`config.mk`:
```
export PLATFORM = sky130hd
export DESIGN_NAME = fq_top
export DESIGN_NICKNAME = d
export VERILOG_FILES = /design/src/rtl/fq_pkg.sv /design/src/rtl/fq_byte_fifo.sv /design/src/rtl/fq_trail_timer.sv /design/src/rtl/fq_irq_status.sv /design/src/rtl/fq_top.sv
export SDC_FILE = /design/constraint.sdc
export NUM_CORES = 1
export LEC_CHECK = 0
export BUFFER_PORTS_ARGS = -buffer_cell sky130_fd_sc_hd__buf_2
export CORE_ASPECT_RATIO = 2
export CORE_MARGIN = 2
export CORE_UTILIZATION = 30
export DETAILED_ROUTE_END_ITERATION = 7
export GPL_TIMING_DRIVEN = 0
export SYNTH_ARGS = -nofsm -noshare
export SYNTH_HDL_FRONTEND = slang
export SYNTH_SLANG_ARGS = --single-unit
```
`constraint.sdc`:
```
create_clock -name clk -period 4 [get_ports clk]
set_clock_uncertainty 0.2 [all_clocks]
set_input_delay 0.2 -clock clk [delete_from_list [all_inputs] [get_ports clk]]
set_output_delay 0.2 -clock clk [all_outputs]
set_load 0.005 [all_outputs]
```
`src/rtl/fq_pkg.sv`:
```
package fq_pkg;
  localparam int IRQ_N   = 12;
  localparam int EVT_N   = 5;
  localparam int TRIG_W  = 7;
  // control word fields
  localparam int CTL_RX_EN   = 0;
  localparam int CTL_TX_EN   = 1;
  localparam int CTL_RXT_LSB = 4;
  localparam int CTL_TXT_LSB = 16;
  // status bit positions
  localparam int ST_TX_AE   = 0;
  localparam int ST_RX_AF   = 1;
  localparam int ST_TX_UDR  = 2;
  localparam int ST_TX_OVR  = 3;
  localparam int ST_RX_UDR  = 4;
  localparam int ST_RX_OVR  = 5;
  localparam int ST_TRAIL   = 6;
  localparam int ST_EVT_LSB = 7;

  typedef struct packed {
    logic              empty;
    logic              full;
    logic [TRIG_W-1:0] level;
  } q_view_t;

  function automatic logic [31:0] pack_stat(q_view_t tx, q_view_t rx);
    logic [31:0] w;
    w = '0;
    w[8:0]   = tx;
    w[24:16] = rx;
    return w;
  endfunction
endpackage

```
`src/rtl/fq_byte_fifo.sv`:
```
module fq_byte_fifo #(
  parameter int DEPTH = 16,
  parameter int DW    = 8,
  localparam int AW   = $clog2(DEPTH),
  localparam int LW   = AW + 1
) (
  input  logic          clk,
  input  logic          rst_n,
  input  logic          en,
  input  logic          push,
  input  logic [DW-1:0] push_data,
  output logic          push_ready,
  input  logic          pop,
  output logic          pop_valid,
  output logic [DW-1:0] pop_data,
  output logic [LW-1:0] level,
  output logic          full,
  output logic          empty,
  output logic          ovr,
  output logic          udr
);
  logic [DW-1:0] mem [DEPTH];
  logic [AW-1:0] wr_ptr, rd_ptr;
  logic [LW-1:0] count;
  logic          acc_push, acc_pop;

  assign full       = (count == LW'(DEPTH));
  assign empty      = (count == '0);
  assign push_ready = en && !full;
  assign pop_valid  = en && !empty;
  assign acc_push   = push && push_ready;
  assign acc_pop    = pop && pop_valid;
  assign ovr        = en && push && full;
  assign udr        = en && pop && empty;
  assign level      = count;
  assign pop_data   = pop_valid ? mem[rd_ptr] : '0;

  always_ff @(posedge clk) begin
    if (!rst_n || !en) begin
      wr_ptr <= '0;
      rd_ptr <= '0;
      count  <= '0;
    end else begin
      if (acc_push) wr_ptr <= wr_ptr + 1'b1;
      if (acc_pop)  rd_ptr <= rd_ptr + 1'b1;
      case ({acc_push, acc_pop})
        2'b10:   count <= count + 1'b1;
        2'b01:   count <= count - 1'b1;
        default: count <= count;
      endcase
    end
  end

  always_ff @(posedge clk) begin
    if (acc_push) mem[wr_ptr] <= push_data;
  end
endmodule

```
`src/rtl/fq_trail_timer.sv`:
```
module fq_trail_timer #(
  parameter int CW = 4
) (
  input  logic          clk,
  input  logic          rst_n,
  input  logic          restart,
  input  logic          run,
  input  logic [CW-1:0] limit,
  output logic          fire
);
  logic [CW-1:0] cnt;
  logic          armed;

  assign fire = armed && run && !restart && (cnt == limit);

  always_ff @(posedge clk) begin
    if (!rst_n) begin
      cnt   <= '0;
      armed <= 1'b0;
    end else if (restart) begin
      cnt   <= '0;
      armed <= 1'b1;
    end else if (fire) begin
      armed <= 1'b0;
    end else if (armed && run) begin
      cnt <= cnt + 1'b1;
    end
  end
endmodule

```
`src/rtl/fq_irq_status.sv`:
```
module fq_irq_status #(
  parameter int N = 12
) (
  input  logic         clk,
  input  logic         rst_n,
  input  logic [N-1:0] set_vec,
  input  logic         clr_valid,
  input  logic [N-1:0] clr_mask,
  input  logic [N-1:0] en,
  output logic [N-1:0] status,
  output logic         irq
);
  logic [N-1:0] clr_eff;

  assign clr_eff = clr_valid ? clr_mask : '0;
  assign irq     = |(status & en);

  always_ff @(posedge clk) begin
    if (!rst_n) status <= '0;
    else        status <= (status & ~clr_eff) | set_vec;
  end
endmodule

```
`src/rtl/fq_top.sv`:
```
module fq_top
  import fq_pkg::*;
#(
  parameter int DEPTH = 16,
  parameter int DW    = 8,
  localparam int LW   = $clog2(DEPTH) + 1
) (
  input  logic             clk,
  input  logic             rst_n,
  input  logic [31:0]      fifo_ctrl,
  input  logic [3:0]       trail_limit,
  input  logic [IRQ_N-1:0] int_en,
  input  logic             tx_in_valid,
  output logic             tx_in_ready,
  input  logic [DW-1:0]    tx_in_data,
  output logic             tx_out_valid,
  input  logic             tx_out_ready,
  output logic [DW-1:0]    tx_out_data,
  input  logic             rx_in_valid,
  output logic             rx_in_ready,
  input  logic [DW-1:0]    rx_in_data,
  output logic             rx_out_valid,
  input  logic             rx_out_ready,
  output logic [DW-1:0]    rx_out_data,
  input  logic [EVT_N-1:0] xfer_evt,
  input  logic             clr_valid,
  input  logic [IRQ_N-1:0] clr_mask,
  output logic [IRQ_N-1:0] int_status,
  output logic             irq,
  output logic [31:0]      fifo_stat
);
  logic              rx_en, tx_en;
  logic [TRIG_W-1:0] rx_trig, tx_trig;
  logic [LW-1:0]     tx_lvl, rx_lvl;
  logic              tx_full, tx_empty, rx_full, rx_empty;
  logic              tx_ovr, tx_udr, rx_ovr, rx_udr;
  logic              rx_below, trail_fire;
  logic [IRQ_N-1:0]  set_vec;
  q_view_t           tx_view, rx_view;
  logic              ctrl_unused;

  // R11 control field decode
  assign rx_en   = fifo_ctrl[CTL_RX_EN];
  assign tx_en   = fifo_ctrl[CTL_TX_EN];
  assign rx_trig = fifo_ctrl[CTL_RXT_LSB +: TRIG_W];
  assign tx_trig = fifo_ctrl[CTL_TXT_LSB +: TRIG_W];
  assign ctrl_unused = ^{fifo_ctrl[31:23], fifo_ctrl[15:11], fifo_ctrl[3:2]};

  fq_byte_fifo #(.DEPTH(DEPTH), .DW(DW)) u_txq (
    .clk(clk), .rst_n(rst_n), .en(tx_en),
    .push(tx_in_valid), .push_data(tx_in_data), .push_ready(tx_in_ready),
    .pop(tx_out_ready), .pop_valid(tx_out_valid), .pop_data(tx_out_data),
    .level(tx_lvl), .full(tx_full), .empty(tx_empty), .ovr(tx_ovr), .udr(tx_udr)
  );

  fq_byte_fifo #(.DEPTH(DEPTH), .DW(DW)) u_rxq (
    .clk(clk), .rst_n(rst_n), .en(rx_en),
    .push(rx_in_valid), .push_data(rx_in_data), .push_ready(rx_in_ready),
    .pop(rx_out_ready), .pop_valid(rx_out_valid), .pop_data(rx_out_data),
    .level(rx_lvl), .full(rx_full), .empty(rx_empty), .ovr(rx_ovr), .udr(rx_udr)
  );

  assign rx_below = TRIG_W'(rx_lvl) < rx_trig;

  fq_trail_timer #(.CW(4)) u_trail (
    .clk(clk), .rst_n(rst_n),
    .restart(rx_in_valid && rx_in_ready),
    .run(!rx_empty && rx_below),
    .limit(trail_limit),
    .fire(trail_fire)
  );

  always_comb begin
    set_vec             = '0;
    set_vec[ST_TX_AE]   = tx_en && (TRIG_W'(tx_lvl) <= tx_trig);
    set_vec[ST_RX_AF]   = rx_en && !rx_below;
    set_vec[ST_TX_UDR]  = tx_udr;
    set_vec[ST_TX_OVR]  = tx_ovr;
    set_vec[ST_RX_UDR]  = rx_udr;
    set_vec[ST_RX_OVR]  = rx_ovr;
    set_vec[ST_TRAIL]   = trail_fire;
    set_vec[ST_EVT_LSB +: EVT_N] = xfer_evt;
  end

  fq_irq_status #(.N(IRQ_N)) u_sts (
    .clk(clk), .rst_n(rst_n), .set_vec(set_vec),
    .clr_valid(clr_valid), .clr_mask(clr_mask), .en(int_en),
    .status(int_status), .irq(irq)
  );

  assign tx_view   = '{empty: tx_empty, full: tx_full, level: TRIG_W'(tx_lvl)};
  assign rx_view   = '{empty: rx_empty, full: rx_full, level: TRIG_W'(rx_lvl)};
  assign fifo_stat = pack_stat(tx_view, rx_view);
endmodule

```
== After elaboration in Yosys (flattened, before gate mapping) ==
Memory sizes are Yosys's and may differ from the RTL's. A register that Yosys moved wholly into a read port is not among the register bits.
Cells that the tools add are included.
Storage, ports and cells
  memories: 2
  register bits after elaboration: 43
  bits in latches: 0
  output and inout bits: 65
  bits in writable memories: 256
  ROM bits: 0
  input port bits: 88
Cells by class
  eq/ne operators: 7
  multipliers: 0
  reduce and logical (&&, ||, !) cells: 41
  $add $sub $neg: 9
  shift operators: 0
  div/mod/pow operators: 0
  bitwise gates (word level): 6
  multiplexer cells: 15
  order comparisons: 2
Memory list
  u_rxq.mem: words 16, bits a word 8, read ports 1, clocked after Yosys merged registers in 1, wr ports 1, line fq_byte_fifo.sv:22  | logic [DW-1:0] mem [DEPTH];
  u_txq.mem: words 16, bits a word 8, read ports 1, clocked after Yosys merged registers in 1, wr ports 1, line fq_byte_fifo.sv:22
Operators with widths (count)
  12-bit bitwise AND: 2
  1-bit logical AND: 22
  4-bit by 1-bit adder with 4-bit output (second input constant): 5
  5-bit case mux with 2 select lines: 2
  4-bit two-way mux: 4
  8-bit two-way mux: 2
  12-bit two-way mux: 1
  12-bit NOT: 1
  12-bit bitwise OR: 1
  12-bit OR reduction: 1
  5-bit by 1-bit adder with 5-bit output (second input constant): 2
  5-bit == test (second input constant): 2
  5-bit zero test: 2
  5-bit by 1-bit subtractor with 5-bit output (second input constant): 2
  1-bit zero test: 9
  5-bit by 7-bit <= comparator with 1-bit output: 1
  5-bit by 7-bit less-than comparator with 1-bit output: 1
  1-bit two-way mux: 6
  2-bit nonzero test: 3
  2-bit by 1-bit == test with 1-bit output (second input constant): 2
  2-bit == test (second input constant): 2
  4-bit == test: 1
  1-bit logical OR: 2
  1-bit NOT: 2
  2 further kinds: 2

== Logic depth before layout (Yosys ltp) ==
Gate-level depths: netlist (run 1).
  depth in word-level cells: 9
  mapped depth: 13
  mapped depth without buffers: 11

== Modules after synthesis ==
Synthesis (run 1) repeated with hierarchy kept, for this count alone.
Second synthesis, totals
  cell total of the unflattened synthesis: 846
  area total of the unflattened synthesis: 13402.9 um2
By module, submodules not included
  fq_byte_fifo: sequential area each 4184.0 um2, area each 6034.5 um2, times used 2, cells an instance 342
  fq_irq_status: sequential area each 240.2 um2, area each 508.0 um2, times used 1, cells an instance 57
  fq_top: sequential area each 0.0 um2, area each 454.2 um2, times used 1, cells an instance 62
  fq_trail_timer: sequential area each 100.1 um2, area each 371.6 um2, times used 1, cells an instance 43

== Least setup slack after synthesis (run 1) ==
No wires, ideal clock.
  path type: register to register
  from: register u_rxq.count[1] (netlist: u_rxq.level[1])
  to: register u_rxq.count[4] (netlist: u_rxq.level[4])
  stages on the path, launching flop included: 14
  path buffers: 2
  clock period less this slack: 3.111 ns
  data arrival time: 2.786 ns
  slack: 0.889 ns
  cell sequence: dfxtp_1 -> buf_2 -> nor4_4 -> a21oi_2 -> inv_2 -> ha_1 -> clkbuf_1 -> xor2_1 -> ha_1 -> o31a_1 -> o21a_1 -> nor3_1 -> o21ai_0 -> nor3b_1
On the way
  cells in the longest elaborated chain, start to end: 6
  elaborated cells on any way between the ends: 14
Ends and longest elaborated chain
  from (decl): line fq_byte_fifo.sv:24  | logic [LW-1:0] count;
  from (signal assigned): line fq_byte_fifo.sv:47  | 2'b10: count <= count + 1'b1;
  from (signal assigned): line fq_byte_fifo.sv:48  | 2'b01: count <= count - 1'b1;
  from (signal assigned): line fq_byte_fifo.sv:49  | default: count <= count;
  5-bit == test / 5-bit zero test (equally long branches): line fq_byte_fifo.sv:27, fq_byte_fifo.sv:28
  1-bit zero test (on tied branches): line fq_byte_fifo.sv:29, fq_byte_fifo.sv:30
  1-bit logical AND (on tied branches): line fq_byte_fifo.sv:29, fq_byte_fifo.sv:30
  1-bit logical AND (on tied branches): line fq_byte_fifo.sv:31, fq_byte_fifo.sv:32
  2-bit by 1-bit == test with 1-bit output / 2-bit == test (equally long branches): line fq_byte_fifo.sv:46  | case ({acc_push, acc_pop})
  5-bit case mux with 2 select lines / 2-bit nonzero test (equally long branches)
Parallel ways exist; a longest one is shown, timed or not.
A chain may end at the register's enable or synchronous reset.

== Worst setup path after layout (run 1) ==
Same ends and word-level chain as after synthesis.

==> results.sh, run 1 <==
export IMPL_maxSlewViolCount=0
export IMPL_syn_cell_area_um2=13000
export IMPL_synthCells=786
export IMPL_maxSlewHeadroom=0.2603
export IMPL_synth_seq_cells=307
export IMPL_regArea_um2=8708
export IMPL_setup_viol=0
export IMPL_place_congestion=0.8413
export IMPL_area_delta_synth_final_pct=20.66
export IMPL_yosys_warnings=0
export IMPL_hold_class="input port to flip-flop"
export IMPL_wl_met1_um=9678
export IMPL_hpwlAfterDp_um=21820
export IMPL_cts_resized=0
export IMPL_dr_pass1_iters=5
export IMPL_vdd_drop_max_v=0.0002604
export IMPL_ant_nets=0
export IMPL_wl_met3_um=900
export IMPL_synth_cell_types=56
export IMPL_crit_path_end_kind="flip-flop"
export IMPL_antenna_found_initial=0
export IMPL_tns_ps=0
export IMPL_overflow=0
export IMPL_path_clk_slew_ps=70
export IMPL_path_class="flip-flop to flip-flop"
export IMPL_rsz0062_at_grt="false"
export IMPL_wl_met2_um=17960
export IMPL_coreArea_um2=42710
export IMPL_synthArstFlopShare=0
export IMPL_drive_gt1_frac=0.2847
export IMPL_hold_violations=0
export IMPL_numCtsBuffers=27
export IMPL_dieWidth_um=151.2
export IMPL_final_common_cell="edfxtp_1"
export IMPL_grt_max_degree=19
export IMPL_worstPathRequired_ps=4230
export IMPL_grt_pass1_wl_um=45110
export IMPL_fin_crit_ps=3581
export IMPL_die_area_um2=45120
export IMPL_cts_tree="yes"
export IMPL_vias_per_cell=4.727
export IMPL_routed_via_count=7374
export IMPL_wl_per_cell_um=19.11
export IMPL_grt_total_usage=0.1328
export IMPL_start_util=0.3044
export IMPL_drt_wl_total_um=29810
export IMPL_synth_flop_cell="edfxtp_1"
export IMPL_start_kind="flip-flop"
export IMPL_io_pins=153
export IMPL_fmax_mhz=279.3
export IMPL_clockRootBuffer="clkbuf_16"
export IMPL_nFillCells=4020
export IMPL_stdcell_area_um2=15690
export IMPL_highest_layer="met4"
export IMPL_synth_edff_count=256
export IMPL_portBuffers=116
export IMPL_h_tree_depth=1
export IMPL_multi_input_area_um2=3953
export IMPL_cts_path_max_buffers=3
export IMPL_drc_errors=0
export IMPL_diodes=0
export IMPL_period_share=0.8952
export IMPL_drtIter0Drc=427
export IMPL_p_leak_nw=5.438
export IMPL_core_rowCount=107
export IMPL_p_per_area_nw_per_um2=402.5
export IMPL_critical_path_arrival_ps=3810
export IMPL_postCtsSetupBuffers=0
export IMPL_worstSkewPairLatency_ps=560
export IMPL_worstMarginPinSlew_ps=1106
export IMPL_layout_common_cells="256 x edfxtp_1, 123 x buf_2, 80 x mux4_2"
export IMPL_grt_pass1_vias=7851
export IMPL_die_h_um=298.4
export IMPL_finalNetCount=1108
export IMPL_dpl_instance_area_um2=14370
export IMPL_seq_area_frac_synth=0.6698
export IMPL_status="complete, no violations"
export IMPL_syn_area_per_cell_um2=16.54
export IMPL_drv_cap=0
export IMPL_cp_max_fo=10
export IMPL_cts_sinks=307
Yosys cell counts (all sizes together), types with 2 or more instances:
| master | count | share of area |
|---|---|---|
| edfxtp | 256 | 0.59 |
| mux4 | 80 | 0.14 |
| nor2 | 61 | 0.018 |
| dfxtp | 51 | 0.079 |
| buf | 44 | 0.023 |
| nand2 | 41 | 0.012 |
| nor2b | 28 | 0.013 |
| ha | 26 | 0.025 |
| inv | 21 | 0.0061 |
| a21oi | 17 | 0.0068 |
| clkbuf | 17 | 0.0049 |
| nor3 | 15 | 0.0058 |
| xor2 | 14 | 0.0094 |
| mux2i | 11 | 0.0085 |
| nand3 | 11 | 0.0042 |
| nand2b | 10 | 0.0048 |
| nand4 | 9 | 0.0043 |
| xnor2 | 9 | 0.0061 |
| o21a | 5 | 0.0029 |
| o21ai | 5 | 0.0019 |
| and2 | 4 | 0.0019 |
| nand3b | 4 | 0.0023 |
| a21o | 3 | 0.0017 |
| a221oi | 3 | 0.0020 |
| a22o | 3 | 0.0020 |
| a32oi | 3 | 0.0020 |
| and3 | 3 | 0.0014 |
| o31ai | 3 | 0.0017 |
| a311oi | 2 | 0.0013 |
| a31oi | 2 | 0.00096 |
| a41oi | 2 | 0.0013 |
| nor4 | 2 | 0.0026 |
| o211ai | 2 | 0.0012 |
| o22ai | 2 | 0.00096 |
| o31a | 2 | 0.0013 |
| or4 | 2 | 0.0012 |
final cells by class:
type                            instances  share of cell area
Inverter                               21            0.005025
Clock inverter                         23             0.01172
Clock buffer                           27             0.04307
Multi-Input combinational cell        414              0.2520
Buffer                                 61             0.02329
Timing Repair Buffer                  162             0.06636
Sequential cell                       307              0.5551
Tap cell                              545             0.04347
final timing paths:
check,start,to,slack (ps),cells after the start
max reg2reg,u_rxq.level[1],u_rxq.level[4],420,13
min,trail_limit[2],u_trail.armed,40,6
max,u_rxq.level[1],u_rxq.level[4],420,13
min reg2reg,u_trail.armed,u_trail.armed,310,1
power breakdown:
group / total (mW) / internal, mW / leakage, nW / switching (mW)
clock network: 2.53 / 1.33 / 0.420 / 1.20
logic: 0.292 / 0.138 / 2.30 / 0.154
registers: 3.49 / 3.48 / 2.72 / 0.0132
flip-flops by register name, indices dropped and copies added, names as in the netlist, named ones only:
signal / cells
u_rxq.rd_ptr: 4
u_txq.rd_ptr: 4
u_trail.cnt: 4
u_txq.level: 5
u_txq.wr_ptr: 4
u_rxq.level: 5
u_trail.armed: 1
u_sts.status: 12
u_rxq.wr_ptr: 4
u_txq.mem: 128
u_rxq.mem: 128
metrics by stage:
step	hold WS, ps	instances	setup slack, ps	utilization	total power [mW]
floorplan	98.87	803	889.2	-	3.686
CTS	13.75	1560	371.0	0.3673	6.387
detailed placement	231.5	1464	381.4	0.3364	3.817
finish	44.30	1560	419.1	0.3673	6.314
global route	74.93	1560	110.4	0.3673	6.539
global placement	225.0	1464	411.9	0.3355	3.809
worst max-delay path, stage by stage (launching register included):
cell and delay [ps]:
dfxtp_1 330, buf_2 200, nor4_4 420, a21oi_2 230, inv_2 220, ha_1 200
clkbuf_1 340, xor2_1 120, ha_1 270, o31a_1 260, o21a_1 170, nor3_1 220
o21ai_0 120, nor3b_1 160
per-layer routing:
layer,GRT usage,up-vias
met5,0,-
met4,0.05874,0
met3,0.01267,60
met2,0.2767,156
met1,0.1232,3738
li1,-,3420
cell families after synthesis:
logic type	after synthesis	share of synthesized area
simple gates	194	0.07401
xor+xnor	23	0.01549
fa+ha+maj	26	0.02502
mux	91	0.1471
flops	307	0.6698
buf+inv	82	0.03416
compound gates	62	0.03417
other cells	1	0.0002884
timing repair:
item                                    in CTS  in global routing
endpoints found under the setup margin       0                  0
hold endpoints to repair                   278                  0
hold buffers                                46                  0
No activity file was read; power rests on OpenSTA's default activity.
==> inputs of run 2 (changes only) <==
CELL_PAD_IN_SITES_DETAIL_PLACEMENT = 1   (was unset)
CELL_PAD_IN_SITES_GLOBAL_PLACEMENT = 1   (was unset)
PLACE_DENSITY = 0.5   (was unset)
SYNTH_HIERARCHICAL = 1   (was unset)
==> results.sh, run 2 <==
export IMPL_status="complete, no violations"
export IMPL_ant_nets=0
export IMPL_postCtsSetupBuffers=0
export IMPL_grt_total_usage=0.1624
export IMPL_hold_violations=0
export IMPL_cts_path_max_buffers=3
export IMPL_seq_area_frac_synth=0.6497
export IMPL_place_congestion=0.7495
export IMPL_cts_resized=0
export IMPL_path_class="flip-flop to output pin"
export IMPL_final_common_cell="edfxtp_1"
export IMPL_reg2regPathDepth=12
export IMPL_synthCells=846
export IMPL_clockRootBuffer="clkbuf_16"
export IMPL_crit_path_end_kind="output pin"
export IMPL_maxSlewHeadroom=0.3920
export IMPL_combPwrFrac=0.049
export IMPL_critical_path_top_delay_family="buffers and inverters"
export IMPL_diodes=0
export IMPL_critPathMaxStageDelay_ps=580
export IMPL_path_clk_slew_ps=70
export IMPL_numCtsBuffers=29
export IMPL_syn_cell_area_um2=13400
export IMPL_hpwlAfterDp_um=27820
export IMPL_worstPathRequired_ps=3600
export IMPL_h_tree_depth=1
export IMPL_start_kind="flip-flop"
export IMPL_fmax_mhz=295.2
export IMPL_yosysTopAreaCell="edfxtp_1"
export IMPL_finalNetCount=1181
export IMPL_path_cells="buf_2 > buf_2 > mux4_2 > mux2i_1 > a211oi_1 > buf_2"
export IMPL_tns_ps=0
export IMPL_hold_depth=5
export IMPL_ff2ff_setup_slack_ps=670
export IMPL_synthArstFlopShare=0
export IMPL_hp_start="fifo_ctrl[0]"
export IMPL_critical_path_arrival_ps=2990
export IMPL_synth_seq_cells=307
export IMPL_cp_slowest_cell="a211oi_1"
export IMPL_portBuffers=118
export IMPL_cts_sinks=307
export IMPL_core_rowCount=109
export IMPL_p_sw_frac=0.2182
export IMPL_coreArea_um2=44190
export IMPL_vdd_drop_max_v=0.0003200
export IMPL_grt_pass1_wl_um=55670
export IMPL_drt_wl_total_um=37720
export IMPL_routed_via_count=7882
export IMPL_postCtsHoldBufs=53
export IMPL_hold_path_end="u_rxq/rd_ptr[2]"
export IMPL_drc_errors=0
export IMPL_overflow=0
export IMPL_dr_pass1_iters=4
export IMPL_worstSkewPairLatency_ps=570
export IMPL_vias_per_cell=4.797
export IMPL_drtIter0Drc=386
export IMPL_area_delta_synth_final_pct=21.46
export IMPL_dieWidth_um=153.5
export IMPL_p_leak_nw=5.659
export IMPL_period_share=0.8468
export IMPL_die_area_um2=46490
export IMPL_layout_common_cells="256 x edfxtp_1, 128 x buf_2, 67 x nor2_1"
export IMPL_yosysMostFrequentCell="edfxtp_1"
export IMPL_worstMarginPinSlew_ps=908.6
export IMPL_drive_gt1_frac=0.2803
export IMPL_cp_num_buf_inv=3
export IMPL_hold_class="input port to flip-flop"
export IMPL_top_regs="u_rxq/mem: 128 flops, u_txq/mem: 128 flops, u_sts/status: 12 flops"
export IMPL_netlist_top_cells_area="edfxtp_1 57%, mux4_2 11%, dfxtp_1 7.6%, ha_1 2.4%, a211oi_1 2.4%"
export IMPL_yosys_warnings=6
export IMPL_synth_flop_cell="edfxtp_1"
export IMPL_cts_tree="yes"
export IMPL_synth_edff_count=256
export IMPL_reg2reg_from="u_rxq/level[1]"
export IMPL_drv_cap=0
export IMPL_utilization=0.3684
export IMPL_p_sw_mw=1.448
export IMPL_cp_max_fo=10
export IMPL_r2r_end="u_rxq/level[4]"
export IMPL_clockPowerShare=0.425
export IMPL_seq_power_share=0.526
export IMPL_io_pins=153
export IMPL_antenna_found_initial=0
export IMPL_p_per_area_nw_per_um2=407.6
export IMPL_p_int_mw=5.188
export IMPL_synth_cell_types=58
export IMPL_die_h_um=302.9
export IMPL_syn_area_per_cell_um2=15.84
export IMPL_rsz0062_at_grt="false"
export IMPL_grt_max_degree=17
export IMPL_maxSlewViolCount=0
export IMPL_grt_pass1_vias=8744
export IMPL_synth_common_cells="256 x edfxtp_1, 67 x nor2_1, 64 x mux4_2, 51 x dfxtp_1, 42 x a211oi_1"
export IMPL_synth_top_cell_area_share=0.5736
export IMPL_start_util=0.3033
export IMPL_wl_per_cell_um=22.96
export IMPL_fin_crit_ps=3387
export IMPL_cpMostUsedCell="buf_2"
export IMPL_setup_viol=0
==> run 2: cell count changes in the layout (fill, tap and decap cells not counted), sizes merged, moves of 7 or more <==
cell / previous run / this run
clkinv: 16 / 9
nand2: 41 / 31
clkbuf: 44 / 51
dlygate4sd3: 46 / 53
mux2i: 11 / 25
buf: 160 / 170
a211oi: 1 / 42
mux4: 80 / 64
==> run 2: stage by stage <==
stage	area, um^2	hold WS, ps	worst slack (ps)	cells	power [mW]
2_1_floorplan	13470	98.87	1168	863	3.694
3_3_place_gp	14750	231.1	543.5	1536	3.849
3_5_place_dp	14800	241.4	628.0	1538	3.855
4_1_cts	16280	9.874	507.9	1643	6.754
5_1_grt	16280	72.66	317.8	1643	6.861
6_report	16280	35.41	612.8	1643	6.635
==> run 2: worst max path at each step <==
stage | end | slack (ps) | cells past startpoint
final | rx_out_data[1] | 610 | 6
after floorplan | u_rxq/level[2] | 1170 | 11
after CTS | rx_out_data[1] | 510 | 6
after global routing | u_rxq/level[4] | 320 | 12
after detailed placement | u_rxq/level[2] | 630 | 11
after global placement | u_txq/mem[1][3] | 540 | 6
==> run 2: layout make-up <==
class,instances,area (um^2)
clock buffers,34,765.7
plain buffers,67,459.2
well taps,555,694.4
clock inverters,18,186.4
inverters,25,93.84
fillers,4612,27910
multi-input cells,464,4235
repair buffers,173,1136
flip-flops and latches,307,8708
==> run 2: power groups by stage <==
stage	sequential, mW	clock (mW)	combinational, mW
3_3_place_gp	3.56	0	0.287
4_1_cts	3.49	2.93	0.333
2_1_floorplan	3.56	0	0.136
6_report	3.49	2.82	0.323
5_1_grt	3.49	3.01	0.358
3_5_place_dp	3.56	0	0.292
==> run 2: logic make-up after synthesis <==
family,share of synthesized area
buffers and inverters,0.04126
AO/OA/AOI/OAI,0.06031
AND/OR/NAND/NOR,0.08318
flip-flops,0.6497
other,0.0002798
adder cells (fa/ha/maj),0.02427
multiplexers,0.1279
XOR/XNOR,0.01307
==> run 2: worst register-to-register path: stages, from the launching register on <==
cell	delay, ps
dfxtp_1	350
buf_6	160
nor4_4	440
a21oi_1	280
inv_1	110
ha_1	190
clkbuf_1	390
xor2_1	130
ha_1	260
nor3_1	220
mux2i_1	130
a311oi_1	280
a41o_1	150
==> run 2: routing by layer <==
metal | global-route usage | up-vias | wire length, um
li1 | - | 3691 | -
met1 | 0.1501 | 4014 | 12290
met2 | 0.3574 | 130 | 23520
met3 | 0.01514 | 47 | 870
met4 | 0.05002 | 0 | 1041
met5 | 0 | - | 0
